[src/rtl/kdp_pkg.sv]
// Shared constants for the keyboard/display port.
// Assumes DEC_W >= 2, so that the four register offsets fit in the decoded bits.
package kdp_pkg;
    localparam int NREG     = 4;
    localparam int OFF_KIN  = 0;   // keyboard data
    localparam int OFF_DOUT = 1;   // display data
    localparam int OFF_STAT = 2;   // status
    localparam int OFF_CTRL = 3;   // control

    localparam int ST_IN    = 0;   // input ready
    localparam int ST_OUT   = 1;   // output ready
    localparam int ST_OVR   = 2;   // overrun
    localparam int ST_SW_LO = 4;   // writable request flags
    localparam int ST_SW_W  = 2;
endpackage

[src/rtl/kdp_decode.sv]
// Address decoder: one read select and one write select per register.
// A select is active only while the I/O qualifier is high. Only the low DEC_W
// address bits are compared, and DEC_W must be smaller than ADDR_W.
module kdp_decode #(
    parameter int ADDR_W = 16,
    parameter int DEC_W  = 4,
    parameter int NSEL   = 4
) (
    input  logic              clk,
    input  logic              rst_n,
    input  logic [ADDR_W-1:0] addr,
    input  logic              iosel,
    input  logic              rd,
    input  logic              wr,
    output logic [NSEL-1:0]   rd_sel,
    output logic [NSEL-1:0]   wr_sel
);
    logic [DEC_W-1:0] low_addr;

    // low_addr: the only address bits that take part in decoding
    assign low_addr = addr[DEC_W-1:0];

    genvar i;
    generate
        for (i = 0; i < NSEL; i++) begin : g_sel
            // compare the offset of register i
            assign rd_sel[i] = iosel & rd & (low_addr == DEC_W'(i));
            assign wr_sel[i] = iosel & wr & (low_addr == DEC_W'(i));
        end
    endgenerate

    assert_onehot_rd_R1: assert property (@(posedge clk) disable iff (!rst_n)
        $onehot0(rd_sel));
    assert_onehot_wr_R1: assert property (@(posedge clk) disable iff (!rst_n)
        $onehot0(wr_sel));
    assert_no_sel_without_io_R1: assert property (@(posedge clk) disable iff (!rst_n)
        !iosel |-> (rd_sel == '0 && wr_sel == '0));
    // a change in the upper address bits alone leaves the selects unchanged
    assert_upper_ignored_R1: assert property (@(posedge clk) disable iff (!rst_n)
        ($stable(low_addr) && $stable(iosel) && $stable(rd) && $stable(wr)
         && !$stable(addr[ADDR_W-1:DEC_W])) |-> $stable(rd_sel));
endmodule

[src/rtl/kdp_kbd_in.sv]
// Keyboard input buffer with the input-ready and overrun flags.
// Assumes kbd_valid is a one-cycle strobe. take is a decoded read of the
// keyboard data register, and st_read is a decoded read of status.
module kdp_kbd_in #(
    parameter int DATA_W = 8
) (
    input  logic              clk,
    input  logic              rst_n,
    input  logic [DATA_W-1:0] kbd_byte,
    input  logic              kbd_valid,
    input  logic              take,
    input  logic              st_read,
    output logic [DATA_W-1:0] data_q,
    output logic              in_rdy,
    output logic              ovr
);
    logic ovr_evt;

    // an overrun is a new byte arriving while an unread byte waits and is not taken now
    assign ovr_evt = kbd_valid & in_rdy & ~take;

    // buffer, ready flag and sticky overrun
    always_ff @(posedge clk) begin
        if (!rst_n) begin
            data_q <= '0;
            in_rdy <= 1'b0;
            ovr    <= 1'b0;
        end else begin
            if (kbd_valid) begin
                data_q <= kbd_byte;
                in_rdy <= 1'b1;
            end else if (take) begin
                in_rdy <= 1'b0;
            end
            if (ovr_evt) begin
                ovr <= 1'b1;
            end else if (st_read) begin
                ovr <= 1'b0;
            end
        end
    end

    assert_kbd_sets_ready_R2: assert property (@(posedge clk) disable iff (!rst_n)
        kbd_valid |=> (in_rdy && data_q == $past(kbd_byte)));
    assert_take_clears_R3: assert property (@(posedge clk) disable iff (!rst_n)
        (take && !kbd_valid) |=> !in_rdy);
    assert_overrun_set_R6: assert property (@(posedge clk) disable iff (!rst_n)
        (kbd_valid && in_rdy && !take) |=> ovr);
    assert_overrun_clear_R6: assert property (@(posedge clk) disable iff (!rst_n)
        (st_read && !(kbd_valid && in_rdy && !take)) |=> !ovr);
endmodule

[src/rtl/kdp_disp_out.sv]
// Display output register with the output-ready handshake.
// wr_req is a decoded write of the display data register. It is accepted only
// while out_rdy is 1. disp_ready is ignored in the cycle of the load pulse.
module kdp_disp_out #(
    parameter int DATA_W = 8
) (
    input  logic              clk,
    input  logic              rst_n,
    input  logic              wr_req,
    input  logic [DATA_W-1:0] wdata,
    input  logic              disp_ready,
    output logic [DATA_W-1:0] dout_q,
    output logic              out_rdy,
    output logic              disp_load
);
    // accept a write, pulse the load, wait for the display to become ready again
    always_ff @(posedge clk) begin
        if (!rst_n) begin
            dout_q    <= '0;
            out_rdy   <= 1'b1;
            disp_load <= 1'b0;
        end else begin
            disp_load <= 1'b0;
            if (wr_req && out_rdy) begin
                dout_q    <= wdata;
                out_rdy   <= 1'b0;
                disp_load <= 1'b1;
            end else if (!out_rdy && !disp_load && disp_ready) begin
                out_rdy <= 1'b1;
            end
        end
    end

    assert_write_starts_R4: assert property (@(posedge clk) disable iff (!rst_n)
        (wr_req && out_rdy) |=> (!out_rdy && disp_load && dout_q == $past(wdata)));
    assert_load_single_R4: assert property (@(posedge clk) disable iff (!rst_n)
        disp_load |=> !disp_load);
    assert_busy_write_ignored_R5: assert property (@(posedge clk) disable iff (!rst_n)
        (wr_req && !out_rdy) |=> ($stable(dout_q) && !disp_load));
    assert_ready_returns_R5: assert property (@(posedge clk) disable iff (!rst_n)
        (!out_rdy && !disp_load && disp_ready) |=> out_rdy);
endmodule

[src/rtl/kbd_disp_port.sv]
// Polled keyboard/display port on a simple synchronous I/O bus.
// Holds the control register and the writable status bits, and builds the
// combinational read data. Assumes at most one of rd/wr per access matters per register.
module kbd_disp_port #(
    parameter int ADDR_W = 16,
    parameter int DEC_W  = 4,
    parameter int DATA_W = 8
) (
    input  logic              clk,
    input  logic              rst_n,
    input  logic [ADDR_W-1:0] bus_addr,
    input  logic              bus_iosel,
    input  logic              bus_rd,
    input  logic              bus_wr,
    input  logic [DATA_W-1:0] bus_wdata,
    output logic [DATA_W-1:0] bus_rdata,
    input  logic [DATA_W-1:0] kbd_byte,
    input  logic              kbd_valid,
    output logic [DATA_W-1:0] disp_byte,
    output logic              disp_load,
    input  logic              disp_ready
);
    import kdp_pkg::*;

    logic [NREG-1:0]    rd_sel;
    logic [NREG-1:0]    wr_sel;
    logic [DATA_W-1:0]  kin_q;
    logic               in_rdy;
    logic               ovr;
    logic               out_rdy;
    logic [DATA_W-1:0]  ctrl_q;
    logic [ST_SW_W-1:0] st_sw_q;
    logic [DATA_W-1:0]  status_w;

    kdp_decode #(.ADDR_W(ADDR_W), .DEC_W(DEC_W), .NSEL(NREG)) i_dec (
        .clk    (clk),
        .rst_n  (rst_n),
        .addr   (bus_addr),
        .iosel  (bus_iosel),
        .rd     (bus_rd),
        .wr     (bus_wr),
        .rd_sel (rd_sel),
        .wr_sel (wr_sel)
    );

    kdp_kbd_in #(.DATA_W(DATA_W)) i_kin (
        .clk       (clk),
        .rst_n     (rst_n),
        .kbd_byte  (kbd_byte),
        .kbd_valid (kbd_valid),
        .take      (rd_sel[OFF_KIN]),
        .st_read   (rd_sel[OFF_STAT]),
        .data_q    (kin_q),
        .in_rdy    (in_rdy),
        .ovr       (ovr)
    );

    kdp_disp_out #(.DATA_W(DATA_W)) i_dout (
        .clk        (clk),
        .rst_n      (rst_n),
        .wr_req     (wr_sel[OFF_DOUT]),
        .wdata      (bus_wdata),
        .disp_ready (disp_ready),
        .dout_q     (disp_byte),
        .out_rdy    (out_rdy),
        .disp_load  (disp_load)
    );

    // control storage and writable status flags; neither drives any other logic
    always_ff @(posedge clk) begin
        if (!rst_n) begin
            ctrl_q  <= '0;
            st_sw_q <= '0;
        end else begin
            if (wr_sel[OFF_CTRL]) ctrl_q  <= bus_wdata;
            if (wr_sel[OFF_STAT]) st_sw_q <= bus_wdata[ST_SW_LO +: ST_SW_W];
        end
    end

    // assemble the status word from the flags
    always_comb begin
        status_w                       = '0;
        status_w[ST_IN]                = in_rdy;
        status_w[ST_OUT]               = out_rdy;
        status_w[ST_OVR]               = ovr;
        status_w[ST_SW_LO +: ST_SW_W]  = st_sw_q;
    end

    // read data multiplexer, zero when no register is selected for reading
    always_comb begin
        bus_rdata = '0;
        if (rd_sel[OFF_KIN])  bus_rdata = kin_q;
        if (rd_sel[OFF_DOUT]) bus_rdata = disp_byte;
        if (rd_sel[OFF_STAT]) bus_rdata = status_w;
        if (rd_sel[OFF_CTRL]) bus_rdata = ctrl_q;
    end

    assert_rdata_idle_R10: assert property (@(posedge clk) disable iff (!rst_n)
        !(bus_iosel && bus_rd) |-> (bus_rdata == '0));
    assert_ctrl_hold_R1: assert property (@(posedge clk) disable iff (!rst_n)
        !bus_iosel |=> $stable(ctrl_q));
    assert_ctrl_store_R7: assert property (@(posedge clk) disable iff (!rst_n)
        wr_sel[OFF_CTRL] |=> (ctrl_q == $past(bus_wdata)));
    assert_unmapped_hold_R8: assert property (@(posedge clk) disable iff (!rst_n)
        (bus_iosel && bus_wr && !bus_rd && bus_addr[DEC_W-1:0] >= DEC_W'(NREG))
        |=> ($stable(ctrl_q) && $stable(st_sw_q) && $stable(disp_byte)));
endmodule

[config.mk]
export PLATFORM = sky130hd
export DESIGN_NAME = kbd_disp_port
export DESIGN_NICKNAME = d
export VERILOG_FILES = /design/src/rtl/kdp_pkg.sv /design/src/rtl/kdp_decode.sv /design/src/rtl/kdp_kbd_in.sv /design/src/rtl/kdp_disp_out.sv /design/src/rtl/kbd_disp_port.sv
export SDC_FILE = /design/constraint.sdc
export NUM_CORES = 1
export LEC_CHECK = 0
export ABC_AREA = 1
export BUFFER_PORTS_ARGS = -buffer_cell sky130_fd_sc_hd__buf_2
export CAP_MARGIN = 20
export CORE_MARGIN = 2
export CORE_UTILIZATION = 43
export CTS_CLUSTER_SIZE = 40
export DETAILED_ROUTE_END_ITERATION = 16
export GPL_TIMING_DRIVEN = 0
export PLACE_DENSITY_LB_ADDON = 0.3
export SYNTH_ARGS = -nofsm -noshare
export SYNTH_HDL_FRONTEND = slang
export SYNTH_SLANG_ARGS = --single-unit
[constraint.sdc]
create_clock -name clk -period 1.1 [get_ports clk]
set_clock_uncertainty 0.2 [all_clocks]
set_input_delay 0.11 -clock clk [delete_from_list [all_inputs] [get_ports clk]]
set_output_delay 0.11 -clock clk [all_outputs]
set_load 0.01 [all_outputs]
== Word level (Yosys, flattened, before mapping) ==
Cells that the tools add are included.

* Bits in registers: 30
* Output and inout port bits: 17
* Bits of input ports: 39

* Reductions and logical operators: 9
* Multiplexer cells: 11
* Equal/unequal tests: 3
* Bitwise logic cells: 12

{| class="wikitable"
|+ Operator list
! cell !! count
|-
| $mux W8 || 4
|-
| $and A1 B1 Y1 || 11
|-
| $eq A4 B2 Y1 const B || 2
|-
| $mux W1 || 7
|-
| $reduce_bool A2 Y1 || 3
|-
| $eq A4 B1 Y1 const B || 1
|-
| $logic_not A4 Y1 || 1
|-
| $logic_and A1 B1 Y1 || 3
|-
| $logic_not A1 Y1 || 2
|-
| $not A1 Y1 || 1
|}

== Longest topological paths before layout ==
* Depth after elaboration: 6
* Mapped depth: 7
* Depth with buffers taken out: 7

== Cells and area by module ==
Synthesis repeated with hierarchy kept, for this count alone.

* Cell total of the unflattened synthesis: 230
* Area, all modules: 1496.4 um2

{| class="wikitable"
|+ By module, submodules not included
! module !! seq. area each (um2) !! cells each !! instances !! area each (um2)
|-
| kbd_disp_port || 200.2 || 104 || 1 || 619.3
|-
| kdp_disp_out || 200.2 || 60 || 1 || 405.4
|-
| kdp_kbd_in || 200.2 || 44 || 1 || 381.6
|-
| kdp_decode || 0.0 || 22 || 1 || 90.1
|}

== Worst setup path after synthesis ==
OpenSTA, ideal clock, no wires.

* Kind: register to register
* From: register i_dout.out_rdy
* To: register i_dout.out_rdy
* Library setup time: 113 ps
* Data arrival time: 823 ps
* Stages on the path, launching flop included: 7
* Period minus slack after synthesis: 1136 ps
* Data required time: 787 ps
* Setup slack: -36 ps
* Cells stage by stage: dfxtp_1 nand2_1 nor2_1 nand2_2 buf_6 a21oi_1 inv_1

* Cells in the longest elaborated chain, start to end: 4
* Elaborated cells between the ends (all ways): 6

{| class="wikitable"
|+ Ends and longest elaborated chain
! item !! RTL line !! source
|-
| start: declaration || kdp_disp_out.sv:13 || <nowiki>output logic out_rdy,</nowiki>
|-
| start signal: assignment || kdp_disp_out.sv:20 || <nowiki>out_rdy <= 1'b1;</nowiki>
|-
| start signal: assignment || kdp_disp_out.sv:26 || <nowiki>out_rdy <= 1'b0;</nowiki>
|-
| start signal: assignment || kdp_disp_out.sv:29 || <nowiki>out_rdy <= 1'b1;</nowiki>
|-
| $logic_not A1 Y1 || kdp_disp_out.sv:28 || <nowiki>end else if (!out_rdy && !disp_load && disp_ready) begin</nowiki>
|-
| $logic_and A1 B1 Y1 (2 in series) || kdp_disp_out.sv:28 ||
|-
| $reduce_bool A2 Y1 (no source line) || - ||
|}

Several ways; a longest one is shown, not always the timed one.
A chain may end at the register's enable or synchronous reset.

== Final worst setup path ==
* From: register i_dout.dout_q[2]
* To: output port bus_rdata[2]

* Cells in the longest elaborated chain, start to end: 3

{| class="wikitable"
|+ Ends and longest elaborated chain
! item !! RTL line !! source
|-
| start: declaration || kdp_disp_out.sv:12 || <nowiki>output logic [DATA_W-1:0] dout_q,</nowiki>
|-
| start signal: assignment || kdp_disp_out.sv:25 || <nowiki>dout_q <= wdata;</nowiki>
|-
| $mux W8 || kbd_disp_port.sv:93 || <nowiki>if (rd_sel[OFF_DOUT]) bus_rdata = disp_byte;</nowiki>
|-
| $mux W8 || kbd_disp_port.sv:94 || <nowiki>if (rd_sel[OFF_STAT]) bus_rdata = status_w;</nowiki>
|-
| $mux W8 || kbd_disp_port.sv:95 || <nowiki>if (rd_sel[OFF_CTRL]) bus_rdata = ctrl_q;</nowiki>
|-
| end: declaration || kbd_disp_port.sv:16 || <nowiki>output logic [DATA_W-1:0] bus_rdata,</nowiki>
|}

Every way passes these cells.

==> results_dict.tcl <==
set metrics [dict create \
    synth_top_family_by_area "simple AND/OR/NAND/NOR gates" \
    timing.rr.end "i_dout.dout_q[4]" \
    rr_startpoint "i_dout.out_rdy" \
    setup_viol_count_final 35 \
    drt_iter0_drc 87 \
    final_cell_mix "nor2_1 (44), nand2_1 (31), buf_2 (29)" \
    ys_types 22 \
    wl_per_cell_um 13.6 \
    worstPathArrival_ns 1.13 \
    holdWs_ns -0.0729 \
    num_vias 1681 \
    initial_core_util 0.462 \
    tightest_slew_ns 0.669 \
    rrSetupSlack_ns -0.17 \
    diodes 0 \
    grt_pass1_vias 1464 \
    synth_fa_ha_area_frac 0 \
    p_int_uw 1600 \
    syn-num-nets 246 \
    tns_ns -5.33 \
    slew_viol_final 0 \
    clk_path_buf_depth 2 \
    synth_seq_cells 30 \
    synthCells 207 \
    ios 56 \
    cp-end-kind "primary output" \
    max-slew-margin-rel 0.554 \
    grt_max_degree 11 \
    clkPwrFrac 0.321 \
    outcome "finished, violations left" \
    final_nets 329 \
    worstHoldEndpoint "st_sw_q[0]" \
    synth_top_area_frac 0.419 \
    violations "negative hold slack, negative setup slack" \
    switching_share 0.274 \
    coreArea_um2 3100 \
    holdCritPathClass "input pin to flop" \
    die_h_um 61.7 \
    power_switching_uw 605 \
    cts_tree "done" \
    htree_levels 2 \
    min_path_cells 4 \
    grt_antenna_before_repair 0 \
    grt_setup_unrepaired "yes" \
    crit_type "flop to primary output" \
    ir_worst_vdd_mv 0.709 \
    powerDensity_nw_per_um2 945 \
    drive_above_1_share 0.436 \
    synth_top_cell_by_area "dfxtp_1" \
    cap_violations 0 \
    fin_ws_ns -0.343 \
    grt_pass1_wl_um 6690 \
    cp.required_ns 0.79 \
    synth_compound_area_frac 0.112 \
    dp_hpwl_um 2680 \
    final_common_cell "nor2_1" \
    fmax_ghz 0.693 \
    dp.cells 292 \
    fin_area_um2 2340 \
    fin_util 0.754 \
    power.leakage_uw 0.00107 \
    n_fill_cell 253 \
    clk_latency_ns 0.34 \
    grtUsageTotal 0.246 \
    fp.dieW_um 61.7 \
    numCtsBuffers 5 \
    worstSetupStartpointType "flop" \
    synth_area_per_cell_um2 6.93 \
    syn-cell-area_um2 1430 \
    placedInstanceArea_um2 1700 \
    routed_wl_um 4550 \
    ys_warn_count 0 \
    portBuffers 41 \
    root_buffer "clkbuf_4" \
    finalCriticalPeriod_ns 1.44 \
    combPwrFrac 0.163 \
    period_share 1.31 \
    die-area_um2 3810 \
    yosysSeqAreaShare 0.419 \
    synth_top_cells_by_area "dfxtp_1 (42%), nor2_1 (12%), nand2_1 (10%)" \
    cts.reportedPaths.clkPinSlew_ns 0.09 \
    hold_viol_final 2 \
    cp_max_fo 2 \
    min-delay-start "bus_addr[0]" \
    seqPwrFrac 0.517 \
    synth.area.mux_share 0 \
    ant_nets 0 \
    syn_to_final_growth_pct 63.1 \
    synthSimpleGateAreaFrac 0.391 \
    synthXorXnorAreaFrac 0 \
    grt_overflow_total 0 \
    num_rows 20 \
    dr.pass1.iters 4 \
    drc 0 \
    place.gp.congestion 0.888 \
    clock-sinks 30 \
    reg2reg_depth 6 \
    layout.cells.non_filler 335 \
    vias_per_cell 5.02 \
]
sequential cells by signal, summed over array words and instances (netlist names):
register          count
i_kin.ovr             1
st_sw_q               2
i_kin.data_q          8
ctrl_q                8
i_dout.out_rdy        1
i_kin.in_rdy          1
i_dout.dout_q         8
i_dout.disp_load      1
layer usage:
layer  part of all wire  GRT usage  up-vias
met5                  0          0        -
met4              0.011     0.0669        0
met1               0.42      0.318      777
met3              0.066     0.0704        6
li1                   -          -      838
met2               0.50      0.403       60
power groups by stage:
stage | Sequential, uW | Combinational [uW] | Clock (uW)
after floorplan | 1160 | 140 | 0
after global placement | 1160 | 229 | 0
after detailed placement | 1160 | 233 | 0
after CTS | 1140 | 329 | 700
after global routing | 1150 | 391 | 753
final | 1140 | 360 | 708
worst max-delay path: stages, from the launching register on:
cell and delay, ns:
dfxtp_2 0.35, inv_2 0.05, nand4_1 0.08, nand2_1 0.09, nand3_1 0.09, buf_2 0.15
repair_timing:
action                     CTS  global route
gates cloned                 1             0
hold endpoints to repair    29             6
hold buffers                20             3
gates resized for setup     53            26
setup endpoints to repair   27            36
pin swaps                   23             9
setup buffers                9             4
cells in the mapped netlist:
master    instances
nand2_1          39
inv_2             5
o21ai_1           6
buf_2             3
o21ai_2           2
dfxtp_1          30
nor2_2            1
clkinv_1          1
clkbuf_1          2
nand2_2           3
nor3_4            1
inv_1            12
nand4_1          10
a21oi_1          13
nor2_8            1
buf_6             2
nor2_4            1
nand3_1          19
o21bai_1          1
o21ai_0           8
nor2_1           46
nand2_4           1
per-stage QoR:
step,power (uW),worst slack (ns)
finish,2210,-0.343
global route,2290,-0.388
CTS,2170,-0.321
detailed placement,1390,-0.354
global placement,1390,-0.324
floorplan,1300,-0.0312
worst max-delay path by stage:
stage | startpoint | to | slack, ns | cells after the start
CTS | i_kin.data_q[2] | bus_rdata[2] | -0.32 | 5
global route | i_kin.data_q[2] | bus_rdata[2] | -0.39 | 5
finish | i_dout.dout_q[2] | bus_rdata[2] | -0.34 | 5
detailed placement | bus_iosel | bus_rdata[6] | -0.35 | 8
floorplan | i_dout.out_rdy | i_dout.dout_q[0] | -0.03 | 6
global placement | bus_iosel | bus_rdata[6] | -0.32 | 8
logic make-up (layout without fill, tap and decap cells):
group                  after synthesis  count (layout)
AO/OA/AOI/OAI                       30              30
buffers and inverters               25             109
flip-flops                          30              30
AND/OR/NAND/NOR                    122             122
cell type report:
| class | count | area, um^2 | share of cell area |
|---|---|---|---|
| clock buffers | 7 | 55.1 | 0.0235 |
| inverters | 18 | 70.1 | 0.0300 |
| repair buffers | 76 | 656 | 0.280 |
| multi-input cells | 152 | 825 | 0.353 |
| flip-flops and latches | 30 | 626 | 0.268 |
| well taps | 44 | 55.1 | 0.0235 |
| plain buffers | 7 | 47.5 | 0.0203 |
| clock inverters | 1 | 5.00 | 0.00214 |
(Power assumes the default switching activity.)
